### config.mk
export PLATFORM = sky130hd
export DESIGN_NAME = fpadd_seq
export DESIGN_NICKNAME = d
export VERILOG_FILES = /design/src/rtl/fpadd_pkg.sv /design/src/rtl/fpadd_unpack.sv /design/src/rtl/fpadd_align.sv /design/src/rtl/fpadd_lzc.sv /design/src/rtl/fpadd_seq.sv
export SDC_FILE = /design/constraint.sdc
export NUM_CORES = 1
export LEC_CHECK = 0
export BUFFER_PORTS_ARGS = -buffer_cell sky130_fd_sc_hd__clkbuf_2
export CORE_UTILIZATION = 30
export CTS_CLUSTER_DIAMETER = 30
export CTS_CLUSTER_SIZE = 16
export DETAILED_ROUTE_END_ITERATION = 6
export PLACE_DENSITY = 0.52
export RECOVER_POWER = 25
export SYNTH_ARGS = -nofsm -noshare
export SYNTH_HDL_FRONTEND = slang
export SYNTH_HIERARCHICAL = 1
export SYNTH_SLANG_ARGS = --single-unit
### constraint.sdc
create_clock -name clk -period 14.55 [get_ports clk]
set_clock_uncertainty 0.05 [all_clocks]
set_input_delay 0 -clock clk [delete_from_list [all_inputs] [get_ports clk]]
set_output_delay 0 -clock clk [all_outputs]
set_load 0.005 [all_outputs]
### src/rtl/fpadd_pkg.sv
`timescale 1ns/1ps
package fpadd_pkg;

    // Control sequence of the adder
    typedef enum logic [2:0] {
        ST_IDLE,
        ST_ALIGN,
        ST_ADD,
        ST_NORM,
        ST_ROUND,
        ST_SPECIAL
    } state_t;

    // Operand class flags produced by the unpacker
    typedef struct packed {
        logic is_inf;
        logic is_nan;
    } fclass_t;

endpackage

### src/rtl/fpadd_unpack.sv
`timescale 1ns/1ps
module fpadd_unpack
    import fpadd_pkg::*;
#(
    parameter int EXP_W  = 8,
    parameter int FRAC_W = 23
) (
    input  logic [EXP_W+FRAC_W:0] word,
    input  logic                  flip,
    output logic                  sign,
    output logic [EXP_W-1:0]      exp_eff,
    output logic [FRAC_W:0]       sig,
    output fclass_t               cls
);
    localparam int MSB = EXP_W + FRAC_W;

    logic [EXP_W-1:0]  exp_f;
    logic [FRAC_W-1:0] frac_f;
    logic              low_field;

    always_comb begin
        exp_f      = word[MSB-1:FRAC_W];
        frac_f     = word[FRAC_W-1:0];
        low_field  = (exp_f == '0);
        sign       = word[MSB] ^ flip;
        // a zero exponent field weighs like field 1 but has no hidden one
        exp_eff    = low_field ? EXP_W'(1) : exp_f;
        sig        = {~low_field, frac_f};
        cls.is_inf = (&exp_f) && (frac_f == '0);
        cls.is_nan = (&exp_f) && (|frac_f);
    end

endmodule

### src/rtl/fpadd_align.sv
`timescale 1ns/1ps
module fpadd_align #(
    parameter int W    = 27,
    parameter int SH_W = 8
) (
    input  logic [W-1:0]    din,
    input  logic [SH_W-1:0] shamt,
    output logic [W-1:0]    dout
);
    logic [W-1:0] kept;
    logic [W-1:0] mask;
    logic         lost;

    always_comb begin
        mask = ~({W{1'b1}} << shamt);
        kept = din >> shamt;
        lost = |(din & mask);
        if (shamt >= SH_W'(W)) begin
            dout = {{(W-1){1'b0}}, |din};
        end else begin
            // everything shifted out is folded into the sticky position
            dout = {kept[W-1:1], kept[0] | lost};
        end
    end

endmodule

### src/rtl/fpadd_lzc.sv
`timescale 1ns/1ps
module fpadd_lzc #(
    parameter int W    = 27,
    parameter int CW   = $clog2(W + 1)
) (
    input  logic [W-1:0]  v,
    output logic [CW-1:0] cnt
);
    always_comb begin
        cnt = CW'(W);
        for (int i = 0; i < W; i++) begin
            if (v[i]) cnt = CW'(W - 1 - i);
        end
    end

endmodule

### src/rtl/fpadd_seq.sv
`timescale 1ns/1ps
module fpadd_seq
    import fpadd_pkg::*;
#(
    parameter int EXP_W  = 8,
    parameter int FRAC_W = 23
) (
    input  logic                  clk,
    input  logic                  rst_n,
    input  logic                  in_valid,
    input  logic                  sub_sel,
    input  logic [EXP_W+FRAC_W:0] op_a,
    input  logic [EXP_W+FRAC_W:0] op_b,
    output logic                  res_valid,
    output logic [EXP_W+FRAC_W:0] result,
    output logic                  overflow,
    output logic                  underflow
);
    localparam int WORD_W = EXP_W + FRAC_W + 1;
    localparam int SIG_W  = FRAC_W + 1;
    localparam int EXT_W  = SIG_W + 3;          // hidden, fraction, guard, round, sticky
    localparam int SUM_W  = EXT_W + 1;          // plus carry position
    localparam int XE_W   = EXP_W + 1;
    localparam int LZ_W   = $clog2(EXT_W + 1);
    localparam logic [XE_W-1:0]   EXP_TOP = XE_W'((1 << EXP_W) - 1);
    localparam logic [WORD_W-1:0] QNAN    = {1'b0, {EXP_W{1'b1}}, 1'b1, {(FRAC_W-1){1'b0}}};

    state_t state, state_nx;

    // ---------------- unpack ----------------
    logic              a_s, b_s;
    logic [EXP_W-1:0]  a_e, b_e;
    logic [FRAC_W:0]   a_m, b_m;
    fclass_t           a_c, b_c;

    fpadd_unpack #(.EXP_W(EXP_W), .FRAC_W(FRAC_W)) u_unp_a (
        .word(op_a), .flip(1'b0), .sign(a_s), .exp_eff(a_e), .sig(a_m), .cls(a_c)
    );
    fpadd_unpack #(.EXP_W(EXP_W), .FRAC_W(FRAC_W)) u_unp_b (
        .word(op_b), .flip(sub_sel), .sign(b_s), .exp_eff(b_e), .sig(b_m), .cls(b_c)
    );

    logic              is_spec;
    logic [WORD_W-1:0] spec_word;

    always_comb begin
        is_spec = a_c.is_nan | a_c.is_inf | b_c.is_nan | b_c.is_inf;
        if (a_c.is_nan || b_c.is_nan)
            spec_word = QNAN;
        else if (a_c.is_inf && b_c.is_inf && (a_s != b_s))
            spec_word = QNAN;
        else if (a_c.is_inf)
            spec_word = {a_s, {EXP_W{1'b1}}, {FRAC_W{1'b0}}};
        else
            spec_word = {b_s, {EXP_W{1'b1}}, {FRAC_W{1'b0}}};
    end

    // ---------------- datapath registers ----------------
    logic              sgn_a, sgn_b, eff_sub;
    logic [EXP_W-1:0]  exp_a, exp_b;
    logic [EXT_W-1:0]  sig_a, sig_b;
    logic [EXT_W-1:0]  op_x, op_y;
    logic [XE_W-1:0]   exp_r;
    logic              sign_r;
    logic [SUM_W-1:0]  sum_q;
    logic [WORD_W-1:0] spec_q;

    // ---------------- align stage ----------------
    logic              a_big;
    logic [EXP_W-1:0]  big_e, sml_e, diff;
    logic [EXT_W-1:0]  big_m, sml_m, sml_al;
    logic              big_s;

    always_comb begin
        a_big = {exp_a, sig_a} >= {exp_b, sig_b};
        big_e = a_big ? exp_a : exp_b;
        sml_e = a_big ? exp_b : exp_a;
        big_m = a_big ? sig_a : sig_b;
        sml_m = a_big ? sig_b : sig_a;
        big_s = a_big ? sgn_a : sgn_b;
        diff  = big_e - sml_e;
    end

    fpadd_align #(.W(EXT_W), .SH_W(EXP_W)) u_align (
        .din(sml_m), .shamt(diff), .dout(sml_al)
    );

    // ---------------- normalize stage ----------------
    logic [LZ_W-1:0] lz;
    logic [XE_W-1:0] lz_ext, room, sh_l;

    fpadd_lzc #(.W(EXT_W), .CW(LZ_W)) u_lzc (
        .v(sum_q[EXT_W-1:0]), .cnt(lz)
    );

    always_comb begin
        lz_ext = XE_W'(lz);
        room   = exp_r - XE_W'(1);
        // never shift below the smallest exponent: what is left is a denormal
        sh_l   = (lz_ext < room) ? lz_ext : room;
    end

    // ---------------- round stage ----------------
    logic             up;
    logic [SIG_W:0]   rnd;
    logic             rnd_carry;
    logic             fin_ovf, fin_unf;
    logic [WORD_W-1:0] fin_word;

    always_comb begin
        up        = sum_q[2] & (sum_q[1] | sum_q[0] | sum_q[3]);
        rnd       = {1'b0, sum_q[EXT_W-1:3]} + {{SIG_W{1'b0}}, up};
        rnd_carry = rnd[SIG_W];
        fin_ovf   = (exp_r >= EXP_TOP);
        if (fin_ovf)
            fin_word = {sign_r, {EXP_W{1'b1}}, {FRAC_W{1'b0}}};
        else
            fin_word = {sign_r, (rnd[FRAC_W] ? exp_r[EXP_W-1:0] : {EXP_W{1'b0}}), rnd[FRAC_W-1:0]};
        fin_unf   = !fin_ovf && !rnd[FRAC_W] && (|rnd[FRAC_W-1:0]);
    end

    // ---------------- state register ----------------
    always_ff @(posedge clk or negedge rst_n) begin
        if (!rst_n) state <= ST_IDLE;
        else        state <= state_nx;
    end

    always_comb begin
        state_nx = state;
        unique case (state)
            ST_IDLE:    if (in_valid) state_nx = is_spec ? ST_SPECIAL : ST_ALIGN;
            ST_ALIGN:   state_nx = ST_ADD;
            ST_ADD:     state_nx = ST_NORM;
            ST_NORM:    state_nx = ST_ROUND;
            ST_ROUND:   state_nx = rnd_carry ? ST_NORM : ST_IDLE;
            ST_SPECIAL: state_nx = ST_IDLE;
            default:    state_nx = ST_IDLE;
        endcase
    end

    // ---------------- datapath sequencing ----------------
    always_ff @(posedge clk or negedge rst_n) begin
        if (!rst_n) begin
            sgn_a   <= 1'b0;
            sgn_b   <= 1'b0;
            eff_sub <= 1'b0;
            exp_a   <= '0;
            exp_b   <= '0;
            sig_a   <= '0;
            sig_b   <= '0;
            op_x    <= '0;
            op_y    <= '0;
            exp_r   <= '0;
            sign_r  <= 1'b0;
            sum_q   <= '0;
            spec_q  <= '0;
        end else begin
            unique case (state)
                ST_IDLE: begin
                    if (in_valid) begin
                        sgn_a   <= a_s;
                        sgn_b   <= b_s;
                        eff_sub <= a_s ^ b_s;
                        exp_a   <= a_e;
                        exp_b   <= b_e;
                        sig_a   <= {a_m, 3'b000};
                        sig_b   <= {b_m, 3'b000};
                        spec_q  <= spec_word;
                    end
                end
                ST_ALIGN: begin
                    op_x   <= big_m;
                    op_y   <= sml_al;
                    exp_r  <= {1'b0, big_e};
                    sign_r <= big_s;
                end
                ST_ADD: begin
                    if (eff_sub) sum_q <= {1'b0, op_x} - {1'b0, op_y};
                    else         sum_q <= {1'b0, op_x} + {1'b0, op_y};
                    if (eff_sub && (op_x == op_y)) sign_r <= 1'b0;
                end
                ST_NORM: begin
                    if (sum_q[EXT_W]) begin
                        sum_q <= {1'b0, sum_q[SUM_W-1:2], sum_q[1] | sum_q[0]};
                        exp_r <= exp_r + XE_W'(1);
                    end else begin
                        sum_q <= sum_q << sh_l;
                        exp_r <= exp_r - sh_l;
                    end
                end
                ST_ROUND: begin
                    if (rnd_carry) sum_q <= {rnd, 3'b000};
                end
                ST_SPECIAL: begin
                end
                default: begin
                end
            endcase
        end
    end

    // ---------------- outputs ----------------
    always_ff @(posedge clk or negedge rst_n) begin
        if (!rst_n) begin
            res_valid <= 1'b0;
            result    <= '0;
            overflow  <= 1'b0;
            underflow <= 1'b0;
        end else begin
            res_valid <= 1'b0;
            if (state == ST_ROUND && !rnd_carry) begin
                res_valid <= 1'b1;
                result    <= fin_word;
                overflow  <= fin_ovf;
                underflow <= fin_unf;
            end else if (state == ST_SPECIAL) begin
                res_valid <= 1'b1;
                result    <= spec_q;
                overflow  <= 1'b0;
                underflow <= 1'b0;
            end
        end
    end

endmodule

==> results of run 1 <==
-- path summary, 6_finish.rpt --
check                      depth (start not counted)        from         end
setup / recovery                                  25    exp_r[0]    exp_r[8]
hold / removal                                     5     sub_sel  spec_q[31]
setup reg to reg                                  25    exp_r[0]    exp_r[8]
hold reg to reg                                    1  spec_q[30]  spec_q[30]
max in group asynchronous                          4       rst_n   result[8]
min in group asynchronous                          2       rst_n   sig_a[11]
-- state kept, by name, indices dropped and copies added, names as in the netlist, 9 cells and up --
register / flops
op_x: 24
result: 32
sum_q: 28
op_y: 27
sig_b: 24
exp_r: 9
sig_a: 24
-- cell type report --
cell class                 count  share of cell area [%]
clock inverter                12                  0.5992
inverter                     124                   2.298
timing repair buffer         199                   6.826
clock buffer                  20                   2.255
sequential                   197                   24.34
multi-input combinational   1757                   58.85
tap                          782                   4.830
-- kinds of logic (layout without fill, tap and decap cells) --
| family | Yosys count | count (layout) | synth area share, % |
|---|---|---|---|
| buf+inv | 352 | 355 | 8.727 |
| compound gates | 697 | 697 | 25.00 |
| xor+xnor | 65 | 65 | 3.100 |
| flops | 197 | 197 | 26.84 |
| fa+ha+maj | 100 | 100 | 6.894 |
| mux | 164 | 164 | 11.22 |
| simple gates | 716 | 716 | 18.20 |
| other cells | 1 | 15 | 0.02042 |
-- worst reg2reg max path: cells and delay by family, from the launching register on --
family,cells,cell delay [ns]
AOI/OAI and AO/OA,9,1.85
adders and majority gates,4,1.49
and+or+nand+nor,5,1.27
buffers and inverters,4,1.06
DFF,1,0.60
muxes,1,0.33
xor gates and xnor gates,2,0.32
-- cells in the final DEF, fill, tap and decap left out, types with 44 or more instances in the layout --
cell and n:
mux2_2 51, a211oi_1 46, clkbuf_2 86, nor2_1 181, dlygate4sd3_1 67, inv_1 119
dfrtp_1 197, nand2_1 272, ha_1 98, a21oi_1 157, mux2i_1 83, o21ai_0 201
nand3_1 44
-- per-stage QoR --
| stage | worst slack [ns] | util (%) |
|---|---|---|
| detailed placement | 7.568 | 31.49 |
| finish | 7.487 | 33.50 |
| floorplan | 9.037 | - |
| global placement | 7.732 | 31.49 |
| global route | 6.655 | 33.50 |
| CTS | 7.557 | 33.55 |
-- metal layers --
layer  vias up  track usage, %  part of all wire, %
li1       8246               -                    -
met1      8593           28.02                   47
met2       484           32.88                   46
met3        87           2.701                  4.5
met4         0           7.019                  2.6
met5         -               0                    0
==> out/results.txt, run 1 <==
Worst path buffer plus inverter count: 4
Final period util: 48.55%
Initial antenna violation count: 0
Worst path slowest cell: a211o_1
Unique masters post-synth: 105
CP Capture Type: register
GPL Wtd Cong: 0.9320
Max-slew violation count: 134
Required time worst endpoint: 14.89 ns
Hold_ws: 0.06592 ns
Number of global-route vias before repair: 16,690
Grt total ovfl: 0
Via density: 5.632
Most Frequent Cell on Critical Path: a21oi_1
Clk slew on worst S/H paths: 0.08 ns
I/O Buffers: 102
Outcome: complete, but fails checks
Hold Vio Cnt, Final: 0
Fmax: 141.6 MHz
Setup TNS: 0 ns
DP Area: 19,040 µm²
Largest net degree at the start of global routing: 106
Arrival time at the worst endpoint: 7.40 ns
Top cells by area, synth: dfrtp_1, ha_1, nand2_1, o21ai_0, mux2i_1
Clock sinks: 197
Cell with the most instances after synthesis: nand2_1
Worst setup SP type: register
Vias: 17,410
Post-synth top area share: 26.84%
Violated checks: capacitance limit, slew limit
1st-iter DRT viols: 1,347
Synth Cell Area: 18,370 µm²
CTS tree: done
Layout fillers: 6,340
Final Net Count: 2,464
Layout area overhead: 10.29%
Die W: 249.4 µm
Post-route insts no fill: 3,091
CP max FO: 25
Clock Path Buffers: 2
Top_reg_cell synth: dfrtp_1
Worst-skew pair later-pin latency: 0.50 ns
H-tree depth: 4
Average size of a mapped cell: 8.013 µm²
FF+latch count, synth: 197
Top Family by Delay on Critical Path: compound AO/OA/AOI/OAI gates
Post-synth EDFFs: 0
Reg-to-reg slack, setup: 7.49 ns
Slew at the pin closest to its max-slew limit: 4.115 ns
Residual DRC: 0
Routed Antenna Nets: 0
Number of max-cap violations: 2
Yosys top cell by area: dfrtp_1
Setup Buffers After CTS: 0
Total CTS buffers: 17
Dpl cells: 2,992
Die Height: 249.4 µm
First-pass GRT wire length: 99,840 µm
Worst min path class: input port to register
Fin area: 20,260 µm²
Async SR Flop Fraction: 100.0%
I/O Pins: 103
Share of cells above drive strength 1: 12.26%
RSZ-0062 raised after global routing: no
Number of detailed-route iterations in the first pass: 5
Die area: 62,220 µm²
Commonest cells post-synth: nand2_1, o21ai_0, dfrtp_1
Multi-input gate area: 11,920 µm²
Syn. warnings: 6
Root Driver: clkbuf_16
Hold buffer count at CTS: 67
Slew margin rel.: -174.3%
GRT Total Usage: 20.43%
Endpoints failing setup: 0
Minimum clock period: 7.063 ns
Num rows: 90
Post-Syn Instances: 2,292
Ant diodes: 0
Critical path's largest stage delay: 0.64 ns
Register area: 4930 µm²
WS Path Type: register to register
Dpl hpwl: 48,200 µm
Initial core utilization: 30.37%
Drt total wl: 64,040 µm
CTS-repair resized insts: 0
Core area: 60,470 µm²
Sequential cell area fraction in the yosys report: 26.84%
Wire per inst: 20.72 µm
Power of run 1 is not shown: default switching activity piles up to over one toggle a cycle in this logic, so the estimate is an artifact.
==> run 2: changes to the inputs <==
- clock period: 14.55 -> 7.3 ns (I/O delays scaled with it)
==> run 2 against run 1 <==
Compared with the run above:
- the flow still finishes with violations (capacitance limit, slew limit)
- fmax is 8.6% higher
- non-clock buffer count increased by 19
- cell area increased by 0.70%
- hold slack worse by 0.041 ns
- clock-buffer cell count is the same
- global-route usage is 0.56 points higher
- first-iteration DRC count increased by 15%
- routed wire length up 2.3%
- via count rose by 0.98%
==> out/results.txt, run 2 (same netlist as run 1, synthesis figures left out) <==
Final Core Density: 33.73%
Worst r2r src: exp_r[0]
Residual DRC: 0
WS Path Type: register to register
Arrival time at the worst endpoint: 6.84 ns
Top reg by flops: result
Num rows: 90
Share of cells above drive strength 1: 12.94%
GPL Wtd Cong: 0.9509
Vias: 17,580
Hold Vio Cnt, Final: 0
Minimum clock period: 6.503 ns
Dpl hpwl: 49,730 µm
Required time worst endpoint: 7.64 ns
Violated checks: capacitance limit, slew limit
Drt total wl: 65,490 µm
First-pass GRT wire length: 102,400 µm
Hold depth: 5
Initial core utilization: 30.37%
Via density: 5.655
I/O Pins: 103
Layout area overhead: 11.06%
Commonest non-fill, non-tap cells in the layout: nand2_1, o21ai_0, dfrtp_1, nor2_1, a21oi_1
Max reg flops: 32
Die Height: 249.4 µm
Largest net degree at the start of global routing: 127
FF-to-FF path depth: 25
Root Driver: clkbuf_16
I/O Buffers: 102
Number of global-route vias before repair: 17,080
Worst-skew pair later-pin latency: 0.50 ns
Hold buffer count at CTS: 67
Fmax: 153.8 MHz
CTS-repair resized insts: 0
H-tree depth: 4
Layout fillers: 6,303
CTS tree: done
Reg-to-reg slack, setup: 0.80 ns
Multi-input gate area: 11,920 µm²
Setup Buffers After CTS: 0
Final period util: 89.08%
Die W: 249.4 µm
Hold Path Sink: spec_q[31]
Total CTS buffers: 17
CP Capture Type: register
Register area: 4930 µm²
Number of max-cap violations: 1
RSZ-0062 raised after global routing: no
1st-iter DRT viols: 1,549
Worst setup SP type: register
Clk slew on worst S/H paths: 0.08 ns
GRT Total Usage: 20.99%
Grt total ovfl: 0
Die area: 62,220 µm²
R2r endpoint: exp_r[8]
Endpoints failing setup: 0
Most common cell after layout, fill and taps aside: nand2_1
Number of detailed-route iterations in the first pass: 5
Outcome: complete, but fails checks
Setup TNS: 0 ns
Largest regs: result (32), sum_q (28), op_y (27)
Routed Antenna Nets: 0
Slew at the pin closest to its max-slew limit: 4.515 ns
Final Net Count: 2,483
Clock sinks: 197
Wire per inst: 21.06 µm
CP max FO: 30
Clock Path Buffers: 2
Initial antenna violation count: 0
Hold Startpoint: sub_sel
Max-slew violation count: 72
Core area: 60,470 µm²
Worst min path class: input port to register
Ant diodes: 0
Slew margin rel.: -201.0%
==> run 2: worst max path at each step <==
stage | from | cells after the start | end
after floorplan | exp_r[0] | 27 | exp_r[8]
after global placement | sum_q[10] | 25 | exp_r[8]
after detailed placement | exp_r[0] | 25 | exp_r[8]
after CTS | exp_r[0] | 25 | exp_r[8]
after global routing | exp_r[0] | 25 | exp_r[8]
final | exp_r[0] | 25 | exp_r[8]
==> run 2: worst max-delay path, stage by stage (launching register included) <==
cell and delay, ns:
dfrtp_1 0.55, inv_1 0.14, ha_1 0.26, xor2_1 0.18, buf_4 0.25, inv_1 0.25
ha_1 0.38, o211ai_1 0.10, a21oi_1 0.23, a211o_1 0.65, nand3_4 0.20, nand2_4 0.43
inv_2 0.19, ha_1 0.32, nor2b_1 0.16, fa_1 0.45, a21oi_1 0.16, nor2_1 0.05
nor2_1 0.17, o21bai_1 0.09, a21oi_1 0.21, o21bai_1 0.08, a21oi_1 0.17, xnor2_1 0.14
mux2_1 0.33, a22o_1 0.17
==> run 2: through the flow <==
| stage | hold WS (ns) | cells | cell area (µm²) | setup slack [ns] |
|---|---|---|---|---|
| floorplan | -0.3456 | 2306 | 18420 | 1.787 |
| global placement | 0.01240 | 3011 | 19190 | 0.8802 |
| detailed placement | 0.02030 | 3011 | 19190 | 0.8709 |
| CTS | 0.005562 | 3109 | 20420 | 0.8512 |
| global route | 0.07972 | 3109 | 20400 | 0.3292 |
| finish | 0.02535 | 3109 | 20400 | 0.7972 |
==> run 2: layout make-up <==
| cell class | count | share of cell area (%) |
|---|---|---|
| clock buffers | 20 | 2.190 |
| clock inverters | 11 | 0.5827 |
| inverters | 124 | 2.282 |
| multi-input cells | 1757 | 58.42 |
| flip-flops and latches | 197 | 24.17 |
| well taps | 782 | 4.797 |
| repair buffers | 218 | 7.563 |
==> run 2: metal layers <==
| layer | vias to the layer above | part of all wire, % | track usage, % |
|---|---|---|---|
| li1 | 8303 | - | - |
| met4 | 0 | 3.2 | 7.619 |
| met2 | 627 | 46 | 33.65 |
| met1 | 8543 | 46 | 28.49 |
| met5 | - | 0 | 0 |
| met3 | 108 | 5.1 | 3.191 |
Power of run 2 is left out for the same reason.
==> run 3: changes to the inputs <==
- SYNTH_HIERARCHICAL: 1 -> default
==> run 3 against run 2 <==
Compared with the run above:
- the flow still finishes with violations (capacitance limit, slew limit)
- cell area decreased by 5.2%
- clock-buffer cell count unchanged
- first-iteration DRC count decreased by 29%
- sequential share of layout area increased by 1.3 points
- die area decreased by 8.0%
- critical path depth decreased by 2
- fmax increased by 0.35%
- hold slack improved by 0.16 ns
- synthesized cell count decreased by 6.3%
- via count decreased by 6.4%
- core utilization increased by 1.2 points
- critical path type unchanged
- critical endpoint unchanged
- highest routed layer unchanged
==> out/results.txt, run 3 <==
Outcome: complete, but fails checks
Violated checks: capacitance limit, slew limit
Synth Cell Area: 16,890 µm²
Total CTS buffers: 17
GPL Wtd Cong: 0.9449
Syn. warnings: 0
Max-slew violation count: 72
Most common cell after layout, fill and taps aside: nand2_1
Routed Antenna Nets: 0
Worst setup SP type: register
Sequential cell area fraction in the yosys report: 29.19%
Minimum clock period: 6.480 ns
Setup TNS: 0 ns
Commonest cells post-synth: nand2_1, dfrtp_1, nor2_1
Async SR Flop Fraction: 100.0%
Yosys top cell by area: dfrtp_1
Required time worst endpoint: 7.64 ns
Core area: 55,310 µm²
Largest regs: result (32), sum_q (28), op_y (27)
Top reg by flops: result
Critical path's largest stage delay: 0.73 ns
Worst min path class: input port to register
Endpoints failing setup: 0
Residual DRC: 0
Num rows: 86
Vias: 16,450
Unique masters post-synth: 78
Multi-input gate area: 11,040 µm²
I/O Pins: 103
WS Path Type: register to register
Register area: 4930 µm²
Max reg flops: 32
Top_reg_cell synth: dfrtp_1
CTS tree: done
Number of max-cap violations: 2
Average size of a mapped cell: 7.863 µm²
Post-Syn Nets: 2,316
1st-iter DRT viols: 1,097
Most Frequent Cell on Critical Path: a21oi_1
Largest net degree at the start of global routing: 98
Via density: 5.519
CP Capture Type: register
Final Net Count: 2,388
CTS-repair resized insts: 0
GRT Total Usage: 21.19%
Number of detailed-route iterations in the first pass: 5
Post-synth EDFFs: 0
Slew at the pin closest to its max-slew limit: 4.179 ns
Root Driver: clkbuf_16
Layout area overhead: 14.45%
Worst-skew pair later-pin latency: 0.51 ns
I/O Buffers: 102
Dpl hpwl: 45,840 µm
Wire per inst: 20.13 µm
Initial core utilization: 30.54%
Arrival time at the worst endpoint: 6.82 ns
Number of global-route vias before repair: 15,720
Clk slew on worst S/H paths: 0.08 ns
Initial antenna violation count: 0
FF+latch count, synth: 197
Die area: 57,250 µm²
Share of cells above drive strength 1: 9.807%
Commonest non-fill, non-tap cells in the layout: nand2_1, dfrtp_1, nor2_1, o21ai_0, a21oi_1
Grt total ovfl: 0
Die Height: 239.3 µm
H-tree depth: 4
CP max FO: 10
Post-Syn Instances: 2,148
Post-synth top area share: 29.19%
Final period util: 88.77%
RSZ-0062 raised after global routing: no
Ant diodes: 0
Fmax: 154.3 MHz
Hold Vio Cnt, Final: 0
CP cell instances: o31ai_1, a21boi_0, o311ai_0, a311o_1, inv_1, ha_1, nand4_1, or2_1, o41ai_4, mux2i_4, inv_1, ha_1, nor2b_1, fa_1, a21o_1, a21oi_1, o21bai_1, a21oi_1, o21bai_1, a21oi_1, xnor2_1, mux2_2, a22o_1
Layout fillers: 5,929
First-pass GRT wire length: 93,410 µm
Top cells by area, synth: dfrtp_1, nand2_1, ha_1, mux2i_1, o21ai_0
Drt total wl: 60,010 µm
Clock Path Buffers: 2
Clock sinks: 197
Die W: 239.3 µm
Cell with the most instances after synthesis: nand2_1
Worst path slowest cell: o41ai_4
Slew margin rel.: -178.6%
==> run 3: cell types whose count changed after synthesis, moves of 31 or more <==
cell	delta
a31oi_1	+32
o21ai_0	-40
nand2_1	+95
a211oi_1	-31
buf_4	-48
mux2_2	-36
==> run 3: logic make-up after synthesis <==
family                   Yosys count  synth area share [%]
AO/OA/AOI/OAI                    593                 22.60
XOR/XNOR                          58                 3.008
adder cells (fa/ha/maj)          101                 7.557
buffers and inverters            258                 5.838
flip-flops                       197                 29.19
multiplexers                     149                 10.89
AND/OR/NAND/NOR                  792                 20.92
==> run 3: cell type report <==
| type | instances | share of cell area, % |
|---|---|---|
| Clock buffer | 20 | 2.363 |
| Clock inverter | 12 | 0.8286 |
| Inverter | 111 | 2.156 |
| Multi-Input combinational cell | 1693 | 57.11 |
| Sequential cell | 197 | 25.50 |
| Tap cell | 748 | 4.842 |
| Timing Repair Buffer | 200 | 7.198 |
==> run 3: routing by layer <==
layer	vias up	routed length, µm	GRT usage, %
met4	0	1635	7.653
met5	-	0	0
met1	7995	27320	28.36
met3	88	2605	2.812
li1	7892	-	-
met2	477	28450	34.75
==> run 3: per-stage QoR <==
| step | worst slack, ns | hold slack (ns) | utilization, % | instances | instance area (µm²) |
|---|---|---|---|---|---|
| detailed placement | 0.8332 | 0.01788 | 32.68 | 2882 | 18070 |
| global placement | 0.9304 | 0.01614 | 32.68 | 2882 | 18070 |
| floorplan | 0.6155 | -0.3456 | - | 2148 | 16890 |
| CTS | 0.7907 | 0.02805 | 35.00 | 2981 | 19360 |
| finish | 0.8200 | 0.1844 | 34.95 | 2981 | 19330 |
| global route | 0.4660 | 0.2028 | 34.95 | 2981 | 19330 |
==> run 3: final timing paths <==
kind / endpoint / startpoint / slack, ns / cells after the start
worst min-delay path: sig_a[21] / op_a[18] / 0.18 / 4
max in group asynchronous: op_x[9] / rst_n / 2.61 / 3
worst max-delay path: exp_r[8] / sum_q[3] / 0.82 / 23
worst min register to register: spec_q[30] / spec_q[30] / 0.39 / 2
min in group asynchronous: underflow / rst_n / 1.47 / 2
worst max register to register: exp_r[8] / sum_q[3] / 0.82 / 23
==> run 3: critical path: cells and delay by family (launching register included) <==
kind / cells / cell delay, ns
muxes: 2 / 0.68
buffers and inverters: 2 / 0.15
adders and majority gates: 3 / 1.01
xor gates and xnor gates: 1 / 0.14
and+or+nand+nor: 3 / 0.50
AOI/OAI and AO/OA: 12 / 3.34
DFF: 1 / 0.49
==> run 3: timing repair <==
item | 4_1_cts | 5_1_grt
endpoints found under the hold margin | 139 | 0
hold buffers | 67 | 0
setup buffers | 0 | 0
Power of run 3 is left out for the same reason.
